File: src/rtl/resv_pkg.sv
package resv_pkg;
   typedef enum logic [1:0] {
      OP_LOAD  = 2'd0,
      OP_LL    = 2'd1,
      OP_STORE = 2'd2,
      OP_SC    = 2'd3
   } resv_op_e;

   localparam logic [1:0] SC_FAIL   = 2'd0;
   localparam logic [1:0] SC_OK     = 2'd1;
   localparam logic [1:0] SC_UNCACH = 2'd2;
endpackage

File: src/rtl/resv_slot.sv
module resv_slot #(
   parameter int BW = 28
) (
   input  logic          clk,
   input  logic          rst_n,
   input  logic          set_i,
   input  logic          clr_i,
   input  logic [BW-1:0] blk_i,
   output logic          match_o,
   output logic          flag_o
);
   logic          flag_q;
   logic [BW-1:0] blk_q;

   always_ff @(posedge clk or negedge rst_n) begin
      if (!rst_n) begin
         flag_q <= 1'b0;
         blk_q  <= '0;
      end else begin
         // invalidation first, new reservation last
         if (clr_i) flag_q <= 1'b0;
         if (set_i) begin
            flag_q <= 1'b1;
            blk_q  <= blk_i;
         end
      end
   end

   assign match_o = flag_q && (blk_q == blk_i);
   assign flag_o  = flag_q;

   p_set_arms_r1: assert property (@(posedge clk) disable iff (!rst_n)
      set_i |=> (flag_o && blk_q == $past(blk_i)));
   p_clr_drops_r5: assert property (@(posedge clk) disable iff (!rst_n)
      (clr_i && !set_i) |=> !flag_o);
endmodule

File: src/rtl/resv_fail_cnt.sv
module resv_fail_cnt #(
   parameter int INTERVAL = 100000
) (
   input  logic clk,
   input  logic rst_n,
   input  logic fail_i,
   input  logic zero_i,
   output logic warn_o
);
   localparam int CW = (INTERVAL > 2) ? $clog2(INTERVAL) : 1;
   localparam bit POW2 = (INTERVAL & (INTERVAL - 1)) == 0;

   logic [CW-1:0] cnt_q;
   logic          at_top;

   generate
      if (POW2) begin : g_pow2
         assign at_top = &cnt_q;
      end else begin : g_cmp
         assign at_top = (cnt_q == CW'(INTERVAL - 1));
      end
   endgenerate

   assign warn_o = fail_i && at_top;

   always_ff @(posedge clk or negedge rst_n) begin
      if (!rst_n)      cnt_q <= '0;
      else if (zero_i) cnt_q <= '0;
      else if (fail_i) cnt_q <= at_top ? '0 : cnt_q + 1'b1;
   end

   p_cnt_bound_r6: assert property (@(posedge clk) disable iff (!rst_n)
      cnt_q < CW'(INTERVAL - 1) || cnt_q == CW'(INTERVAL - 1));
   p_warn_wrap_r6: assert property (@(posedge clk) disable iff (!rst_n)
      warn_o |=> (cnt_q == '0));
endmodule

File: src/rtl/resv_monitor.sv
module resv_monitor #(
   parameter int NCTX          = 4,
   parameter int AW            = 32,
   parameter int BLOCK_BITS    = 4,
   parameter int WARN_INTERVAL = 100000,
   parameter int CTX_W         = $clog2(NCTX)
) (
   input  logic             clk,
   input  logic             rst_n,
   input  logic             req_valid,
   input  logic [CTX_W-1:0] req_ctx,
   input  logic [1:0]       req_op,
   input  logic [AW-1:0]    req_addr,
   input  logic             req_uncached,
   output logic             sc_valid,
   output logic [1:0]       sc_result,
   output logic             mem_we,
   output logic             warn_pulse,
   output logic [CTX_W-1:0] warn_ctx
);
   import resv_pkg::*;

   localparam int BW = AW - BLOCK_BITS;

   initial begin
      if (NCTX < 2)                   $error("NCTX must be at least 2");
      if (BLOCK_BITS < 0 || BW < 1)   $error("BLOCK_BITS out of range");
      if (WARN_INTERVAL < 2)          $error("WARN_INTERVAL must be at least 2");
      if (CTX_W < $clog2(NCTX))       $error("CTX_W too narrow");
   end

   logic [BW-1:0]   blk;
   logic [NCTX-1:0] sel, match, flag, set_v, clr_v, warn_v, fail_v, zero_v;
   logic is_ll, is_st, is_sc, own_hit, sc_ok, sc_fail;

   assign blk     = req_addr[AW-1:BLOCK_BITS];
   assign is_ll   = req_valid && (req_op == OP_LL);
   assign is_st   = req_valid && (req_op == OP_STORE);
   assign is_sc   = req_valid && (req_op == OP_SC);
   assign own_hit = |(sel & match);
   assign sc_ok   = is_sc && !req_uncached && own_hit;
   assign sc_fail = is_sc && !req_uncached && !own_hit;

   assign sc_valid  = is_sc;
   assign sc_result = !is_sc       ? SC_FAIL :
                      req_uncached ? SC_UNCACH :
                      own_hit      ? SC_OK : SC_FAIL;
   assign mem_we    = is_st || (is_sc && (req_uncached || own_hit));

   genvar gi;
   generate
      for (gi = 0; gi < NCTX; gi++) begin : g_ctx
         assign sel[gi]    = (req_ctx == CTX_W'(gi));
         assign set_v[gi]  = is_ll && sel[gi];
         assign clr_v[gi]  = (mem_we && match[gi]) || (sc_fail && sel[gi]);
         assign fail_v[gi] = sc_fail && sel[gi];
         assign zero_v[gi] = is_sc && sel[gi] && (req_uncached || own_hit);

         resv_slot #(.BW(BW)) u_slot (
            .clk(clk), .rst_n(rst_n), .set_i(set_v[gi]), .clr_i(clr_v[gi]),
            .blk_i(blk), .match_o(match[gi]), .flag_o(flag[gi]));

         resv_fail_cnt #(.INTERVAL(WARN_INTERVAL)) u_cnt (
            .clk(clk), .rst_n(rst_n), .fail_i(fail_v[gi]), .zero_i(zero_v[gi]),
            .warn_o(warn_v[gi]));
      end
   endgenerate

   assign warn_pulse = |warn_v;
   assign warn_ctx   = req_ctx;

   p_uncached_code_r4: assert property (@(posedge clk) disable iff (!rst_n)
      (sc_valid && req_uncached) |-> (sc_result == SC_UNCACH && mem_we));
   p_fail_quiet_r3: assert property (@(posedge clk) disable iff (!rst_n)
      (sc_valid && sc_result == SC_FAIL) |-> !mem_we);
   p_warn_on_fail_r6: assert property (@(posedge clk) disable iff (!rst_n)
      warn_pulse |-> (sc_valid && sc_result == SC_FAIL && $onehot(warn_v)));
   p_idle_quiet_r8: assert property (@(posedge clk) disable iff (!rst_n)
      !req_valid |-> (!mem_we && !sc_valid && !warn_pulse));
   p_success_needs_flag_r2: assert property (@(posedge clk) disable iff (!rst_n)
      (sc_valid && sc_result == SC_OK) |-> (|flag));
endmodule

File: config.mk
export PLATFORM = sky130hd
export DESIGN_NAME = resv_monitor
export DESIGN_NICKNAME = d
export VERILOG_FILES = /design/src/rtl/resv_pkg.sv /design/src/rtl/resv_slot.sv /design/src/rtl/resv_fail_cnt.sv /design/src/rtl/resv_monitor.sv
export SDC_FILE = /design/constraint.sdc
export NUM_CORES = 1
export LEC_CHECK = 0
export BUFFER_PORTS_ARGS = -buffer_cell sky130_fd_sc_hd__buf_2
export CAP_MARGIN = 5
export CORE_MARGIN = 2
export CORE_UTILIZATION = 45
export CTS_BUF_LIST = sky130_fd_sc_hd__clkbuf_4
export DETAILED_ROUTE_END_ITERATION = 10
export PLACE_DENSITY = 0.68
export SLEW_MARGIN = 0
export SYNTH_ARGS = -nofsm -noshare
export SYNTH_HDL_FRONTEND = slang
export SYNTH_SLANG_ARGS = --single-unit
File: constraint.sdc
create_clock -name clk -period 3.6 [get_ports clk]
set_input_delay 0.18 -clock clk [delete_from_list [all_inputs] [get_ports clk]]
set_output_delay 0.18 -clock clk [all_outputs]
set_load 0.01 [all_outputs]
Word level (Yosys, flattened, before mapping)
Index checks and enable logic that the tools add are counted.
{"block": "word_totals", "in_bits": 40, "reg_bits": 184, "out_inout_bits": 7, "wordCells": 107}
{"block": "classes", "reduce_logical": 53, "n_eq_ne": 14, "muxes": 23, "bitwise": 1, "addsub": 4}
{"op": "$mux W17", "count": 12}
{"op": "$eq A28 B28 Y1", "count": 4}
{"op": "$add A17 B1 Y17 const B", "count": 4}
{"op": "$eq A17 B17 Y1 const B", "count": 4}
{"op": "$logic_and A1 B1 Y1", "count": 34}
{"op": "$reduce_bool A2 Y1", "count": 8}
{"op": "$mux W1", "count": 9}
{"op": "$eq A2 B2 Y1 const B", "count": 4}
{"op": "$reduce_or A4 Y1", "count": 2}
{"op": "$logic_or A1 B1 Y1", "count": 6}
{"op": "$and A4 B4 Y4", "count": 1}
{"op": "$eq A2 B1 Y1 const B", "count": 2}
{"op": "$mux W2", "count": 2}
{"op": "$logic_not A1 Y1", "count": 2}
{"op": "$logic_not A2 Y1", "count": 1}

Longest topological paths before layout
{"block": "depth", "word_depth": 11, "depth_mapped": 10, "mapped_depth_nobuf": 8}

Hierarchy
A second synthesis with hierarchy kept.
{"block": "hier_totals", "hier_cells": 877, "area_unflattened_um2": 9945.8}
{"module": "resv_slot", "seq_area_each_um2": 725.7, "n_inst": 4, "cells_each": 100, "area_each_um2": 1381.3}
{"module": "resv_fail_cnt (g_ctx[0].u_cnt ...)", "seq_area_each_um2": 425.4, "n_inst": 3, "cells_each": 109, "area_each_um2": 1042.2}
{"module": "resv_fail_cnt (g_ctx[1].u_cnt)", "seq_area_each_um2": 425.4, "n_inst": 1, "cells_each": 104, "area_each_um2": 991.0}
{"module": "resv_monitor", "seq_area_each_um2": 0.0, "n_inst": 1, "cells_each": 46, "area_each_um2": 302.8}

Worst setup path before layout
No wires, ideal clock.
{"block": "synth_timing", "kind": "reg-to-output", "startpoint": "register g_ctx[3].u_slot.blk_q[5]", "endpoint": "output port warn_pulse", "setup_slack_ps": 1038, "required_time_ps": 3420, "arrival_time_ps": 2382, "stages_incl_launch_ff": 8, "path_buffers": 0, "cell_sequence": "dfrtp_1 xor2_1 or4_1 or4_4 nor4_4 a2111oi_2 and2_1 a211o_1"}
{"block": "synth_via", "elab_chain_len": 9, "elab_cells_between_ends": 15, "cone_classes": "1 x eq/ne; 1 x bitwise; 13 x reduce/logical"}
{"element": "from (decl)", "line_no": "resv_slot.sv:13", "rtl": "logic [BW-1:0] blk_q;"}
{"element": "from (signal assigned)", "line_no": "resv_slot.sv:24", "rtl": "blk_q <= blk_i;"}
{"element": "$eq A28 B28 Y1 *", "line_no": "resv_slot.sv:29", "rtl": "assign match_o = flag_q && (blk_q == blk_i);"}
{"element": "$logic_and A1 B1 Y1 *", "line_no": "resv_slot.sv:29"}
{"element": "$and A4 B4 Y4 *", "line_no": "resv_monitor.sv:40", "rtl": "assign own_hit = |(sel & match);"}
{"element": "$reduce_or A4 Y1 *", "line_no": "resv_monitor.sv:40"}
{"element": "$logic_not A1 Y1 *", "line_no": "resv_monitor.sv:42", "rtl": "assign sc_fail = is_sc && !req_uncached && !own_hit;"}
{"element": "$logic_and A1 B1 Y1 *", "line_no": "resv_monitor.sv:42"}
{"element": "$logic_and A1 B1 Y1", "line_no": "resv_monitor.sv:56", "rtl": "assign fail_v[gi] = sc_fail && sel[gi];"}
{"element": "$logic_and A1 B1 Y1", "line_no": "resv_fail_cnt.sv:24", "rtl": "assign warn_o = fail_i && at_top;"}
{"element": "$reduce_or A4 Y1 *", "line_no": "resv_monitor.sv:69", "rtl": "assign warn_pulse = |warn_v;"}
{"element": "to (decl)", "line_no": "resv_monitor.sv:18", "rtl": "output logic warn_pulse,"}
Mark *: on every way between the ends. The rest lies on a longest branch, timed or not.

Final worst setup path
Same ends and word-level chain as after synthesis.

==> parameters.txt <==
Parameter                              Value

Status
  Status    finished clean

Global route
  Number of global-route vias before repair    about 7,300
  Remaining global-route overflow    0
  Antenna violations before repair    1
  Largest net degree at the start of global routing    130
  GR Util All Layers    between 20% and 30%
  First-pass GRT wire length    about 38 mm

Timing
  Setup repair after global routing missed its margin    true
  Fin crit share    between 90% and 100%
  Total count of max-transition violations in the final report    0
  Final clock skew    about 0.028 ns
  Final setup violation count    0
  Top achievable clock speed    about 280 MHz
  Minimum clock period after layout    3.53 ns
  Slew headroom    about 30%
  Pin slew with the least headroom to its limit    around 1.1 ns
  Setup TNS    0 ns
  Final hold violation count    0

Hold path
  Hold worst-path end    g_ctx[0].u_slot.flag_o
  Class of the tightest hold or removal check    input pin to flip-flop
  Count of cells along the worst hold path    4
  Worst Hold Launch    req_ctx[0]

Clock tree
  Maximum buffer depth of the clock tree    2
  Clock net sink count    approximately 180
  Clock latency of the later-clocked register in the worst-skew pair    just over 0.6 ns
  CTS Root Buffer Type    sky130_fd_sc_hd__clkbuf_4
  Number of levels the H-tree was split into    4
  Clock buffers created by TritonCTS    17
  Clock-pin slew on the worst setup and hold paths    ~0.15 ns
  Clock tree from TritonCTS    yes

Placement
  Gpl congestion    0.905
  PortBufs    42
  Detailed placer's ending HPWL    ~16 mm
  Placed standard-cell area    between 10,000 and 15,000 um2

Worst setup path
  Worst Path Class, Setup    flip-flop to output pin
  Slack of the worst reg-to-reg path    ~0.26 ns
  CP Max Fanout    6
  Startpoint kind of the worst setup timing path    flip-flop
  CP cell instances    xor2_1, or4_1, or4_4, nor4_4, a2111oi_4, and2_4, a211o_1, buf_2
  Maximum single-stage delay on the critical path    around 0.55 ns
  CP endpoint kind    output pin
  End of the worst register-to-register path    g_ctx[3].u_slot.flag_o
  Worst Reg2Reg Path Length in Cells    9
  Req. time, crit path    around 3.4 ns
  Startpoint of the worst-slack reg-to-reg timing path    g_ctx[3].u_slot.blk_q[5]
  Critical path arrival    approximately 3.4 ns
  Slowest stage cell, crit path    sky130_fd_sc_hd__or4_4

Synth
  Cell area after synthesis    slightly above 10,000 um2
  Largest cells by area after synthesis    sky130_fd_sc_hd__dfrtp_1 46%, sky130_fd_sc_hd__mux2_2 12%, sky130_fd_sc_hd__xor2_1 8.5%, sky130_fd_sc_hd__xnor2_1 4.4%, sky130_fd_sc_hd__nand2_1 3.9%
  Main flop type after synthesis    sky130_fd_sc_hd__dfrtp_1
  Gate count of the mapped netlist    972
  Commonest cells in the synthesized netlist    184 x sky130_fd_sc_hd__dfrtp_1, 105 x sky130_fd_sc_hd__mux2_2, 105 x sky130_fd_sc_hd__nand2_1
  Post-synth top area cell    sky130_fd_sc_hd__dfrtp_1
  Synthesized net count    slightly above 1,000
  Number of flops mapped to enable cells by yosys    0
  Mean area per synthesized cell    around 10 um2
  Count leader, synth    sky130_fd_sc_hd__dfrtp_1
  Synth top area share    45.8%
  Library cells used by synthesis    57
  Number of synthesized register bits    roughly 180
  Share of the yosys chip area belonging to registers    between 40% and 50%
  Ys async rst share    100%
  Yosys Warn Count    0

Power
  Design Power    about 5.0 mW
  Power Dens Cells    447 nW/um2
  VDD IR-drop max    0.000282 V
  Leakage power figure    about 4.6 nW

Final layout
  Number of fill cells    around 2,000
  Final Cell Area    ~11,000 um2
  Final-stage net count    1,066
  Area added between synthesis and finish    10.9%
  Fraction of layout cells with a size suffix above 1    just over 20%

Routing
  Routed len/inst    about 17 um
  Post-DRT Antenna Nets    0
  First-iteration detailed-routing DRC count    roughly 560
  Highest metal used    met4
  Met1 Routed Length    roughly 11 mm
  First drt pass iteration count    5
  Routed wire length    between 20 and 25 mm
  # DRC    0
  Via density    5.60
  Via count of the routed design    between 7,000 and 8,000
  Met2 wire length    between 10 and 15 mm
  Met3 routed wirelength    795 um

Floorplanning
  FP Rows    54
  Die area    23,600 um2
  Die H    ~150 um
  Die width    between 150 and 200 um
  IO Pins    47
  Core region area    between 20,000 and 25,000 um2
  Starting utilization of the core area    a little under half

Job
  Count of maximum capacitance violations    0
cell type report:
type                    count  area (um2)  share of cell area, %
diodes                      1        2.50                 0.0224
clock inverters            14         149                   1.34
flip-flops and latches    184        4600                   41.3
inverters                  19        71.3                  0.640
clock buffers              18         135                   1.21
well taps                 280         350                   3.14
multi-input cells         708        5130                   46.0
repair buffers             92         711                   6.37
how the worst max path moves through the flow:
stage	from	end	slack [ns]	cells past startpoint
after floorplan	g_ctx[3].u_slot.blk_q[5]	warn_pulse	1.04	7
after detailed placement	req_addr[8]	warn_pulse	0.66	9
after CTS	g_ctx[3].u_slot.blk_q[5]	warn_pulse	0.009	8
after global placement	req_addr[9]	warn_pulse	0.69	9
after global routing	g_ctx[3].u_slot.blk_q[5]	warn_pulse	-0.04	8
final	g_ctx[3].u_slot.blk_q[5]	warn_pulse	0.07	8
flip-flops by register name, summed over array words and instances (netlist names):
signal	cells
g_ctx.u_cnt.cnt_q	68
g_ctx.u_slot.flag_o	4
g_ctx.u_slot.blk_q	112
placed cells by master (no fill, tap or decap), types with 3 or more instances in the layout:
| cell type | count |
|---|---|
| sky130_fd_sc_hd__nand4_1 | 47 |
| sky130_fd_sc_hd__dfrtp_1 | 184 |
| sky130_fd_sc_hd__or2_2 | 11 |
| sky130_fd_sc_hd__o21ai_0 | 25 |
| sky130_fd_sc_hd__and3_1 | 5 |
| sky130_fd_sc_hd__dlygate4sd3_1 | 34 |
| sky130_fd_sc_hd__o2111ai_1 | 4 |
| sky130_fd_sc_hd__nor3_1 | 20 |
| sky130_fd_sc_hd__nor2_2 | 3 |
| sky130_fd_sc_hd__buf_2 | 40 |
| sky130_fd_sc_hd__nor4_1 | 36 |
| sky130_fd_sc_hd__xor2_1 | 98 |
| sky130_fd_sc_hd__and4_1 | 5 |
| sky130_fd_sc_hd__o211ai_1 | 3 |
| sky130_fd_sc_hd__clkinv_4 | 4 |
| sky130_fd_sc_hd__and2_1 | 3 |
| sky130_fd_sc_hd__nand2_1 | 105 |
| sky130_fd_sc_hd__a22oi_1 | 8 |
| sky130_fd_sc_hd__nor4b_1 | 5 |
| sky130_fd_sc_hd__o31ai_1 | 38 |
| sky130_fd_sc_hd__inv_1 | 17 |
| sky130_fd_sc_hd__ha_1 | 4 |
| sky130_fd_sc_hd__nand2b_1 | 17 |
| sky130_fd_sc_hd__clkbuf_4 | 18 |
| sky130_fd_sc_hd__mux2_2 | 105 |
| sky130_fd_sc_hd__nor2b_1 | 9 |
| sky130_fd_sc_hd__clkinvlp_4 | 3 |
| sky130_fd_sc_hd__clkinv_1 | 3 |
| sky130_fd_sc_hd__nor2_1 | 19 |
| sky130_fd_sc_hd__nand3_1 | 41 |
| sky130_fd_sc_hd__xnor2_1 | 50 |
| sky130_fd_sc_hd__or3_1 | 5 |
| sky130_fd_sc_hd__buf_4 | 14 |
| sky130_fd_sc_hd__nor3b_1 | 3 |
| sky130_fd_sc_hd__a21oi_1 | 12 |
critical path, delay by kind of cell (launching register included):
kind            cells  cell delay [ns]
compound gates      2             0.43
xor+xnor            1             0.15
buf+inv             1             0.15
flops               1             0.41
simple gates        4             1.61
routing by layer:
layer	up-vias	track usage [%]
met5	-	0
met4	0	6.42
met3	33	3.06
met2	138	34.0
met1	3639	26.6
li1	3561	-
through the flow:
step	hold WS [ns]	utilization (%)	instances	worst slack [ns]
global placement	0.444	47.8	1243	0.694
CTS	0.123	50.6	1309	0.00945
detailed placement	0.448	47.8	1243	0.665
floorplan	-0.116	-	972	1.04
finish	0.144	50.9	1316	0.0747
global route	0.145	50.9	1316	-0.0438
kinds of logic after synthesis:
| logic type | Yosys count | share of synthesized area [%] |
|---|---|---|
| AO/OA/AOI/OAI | 105 | 7.24 |
| XOR/XNOR | 148 | 12.9 |
| adder cells (fa/ha/maj) | 4 | 0.498 |
| buffers and inverters | 80 | 3.43 |
| flip-flops | 184 | 45.8 |
| multiplexers | 106 | 11.9 |
| AND/OR/NAND/NOR | 345 | 18.3 |
report_power, final:
part	leakage, nW	internal, mW	total [mW]	switching (mW)
registers	2.30	2.41	2.68	0.267
clock network	0.146	0.422	1.18	0.757
logic	2.19	0.546	1.13	0.580
what timing repair did:
item                                    in CTS  in global routing
endpoints found under the hold margin      253                  0
setup buffers                                0                  6
endpoints found under the setup margin       0                  1
gates resized for setup                      0                  2
hold buffers                                34                  0
No activity file was read; power rests on OpenSTA's default activity.
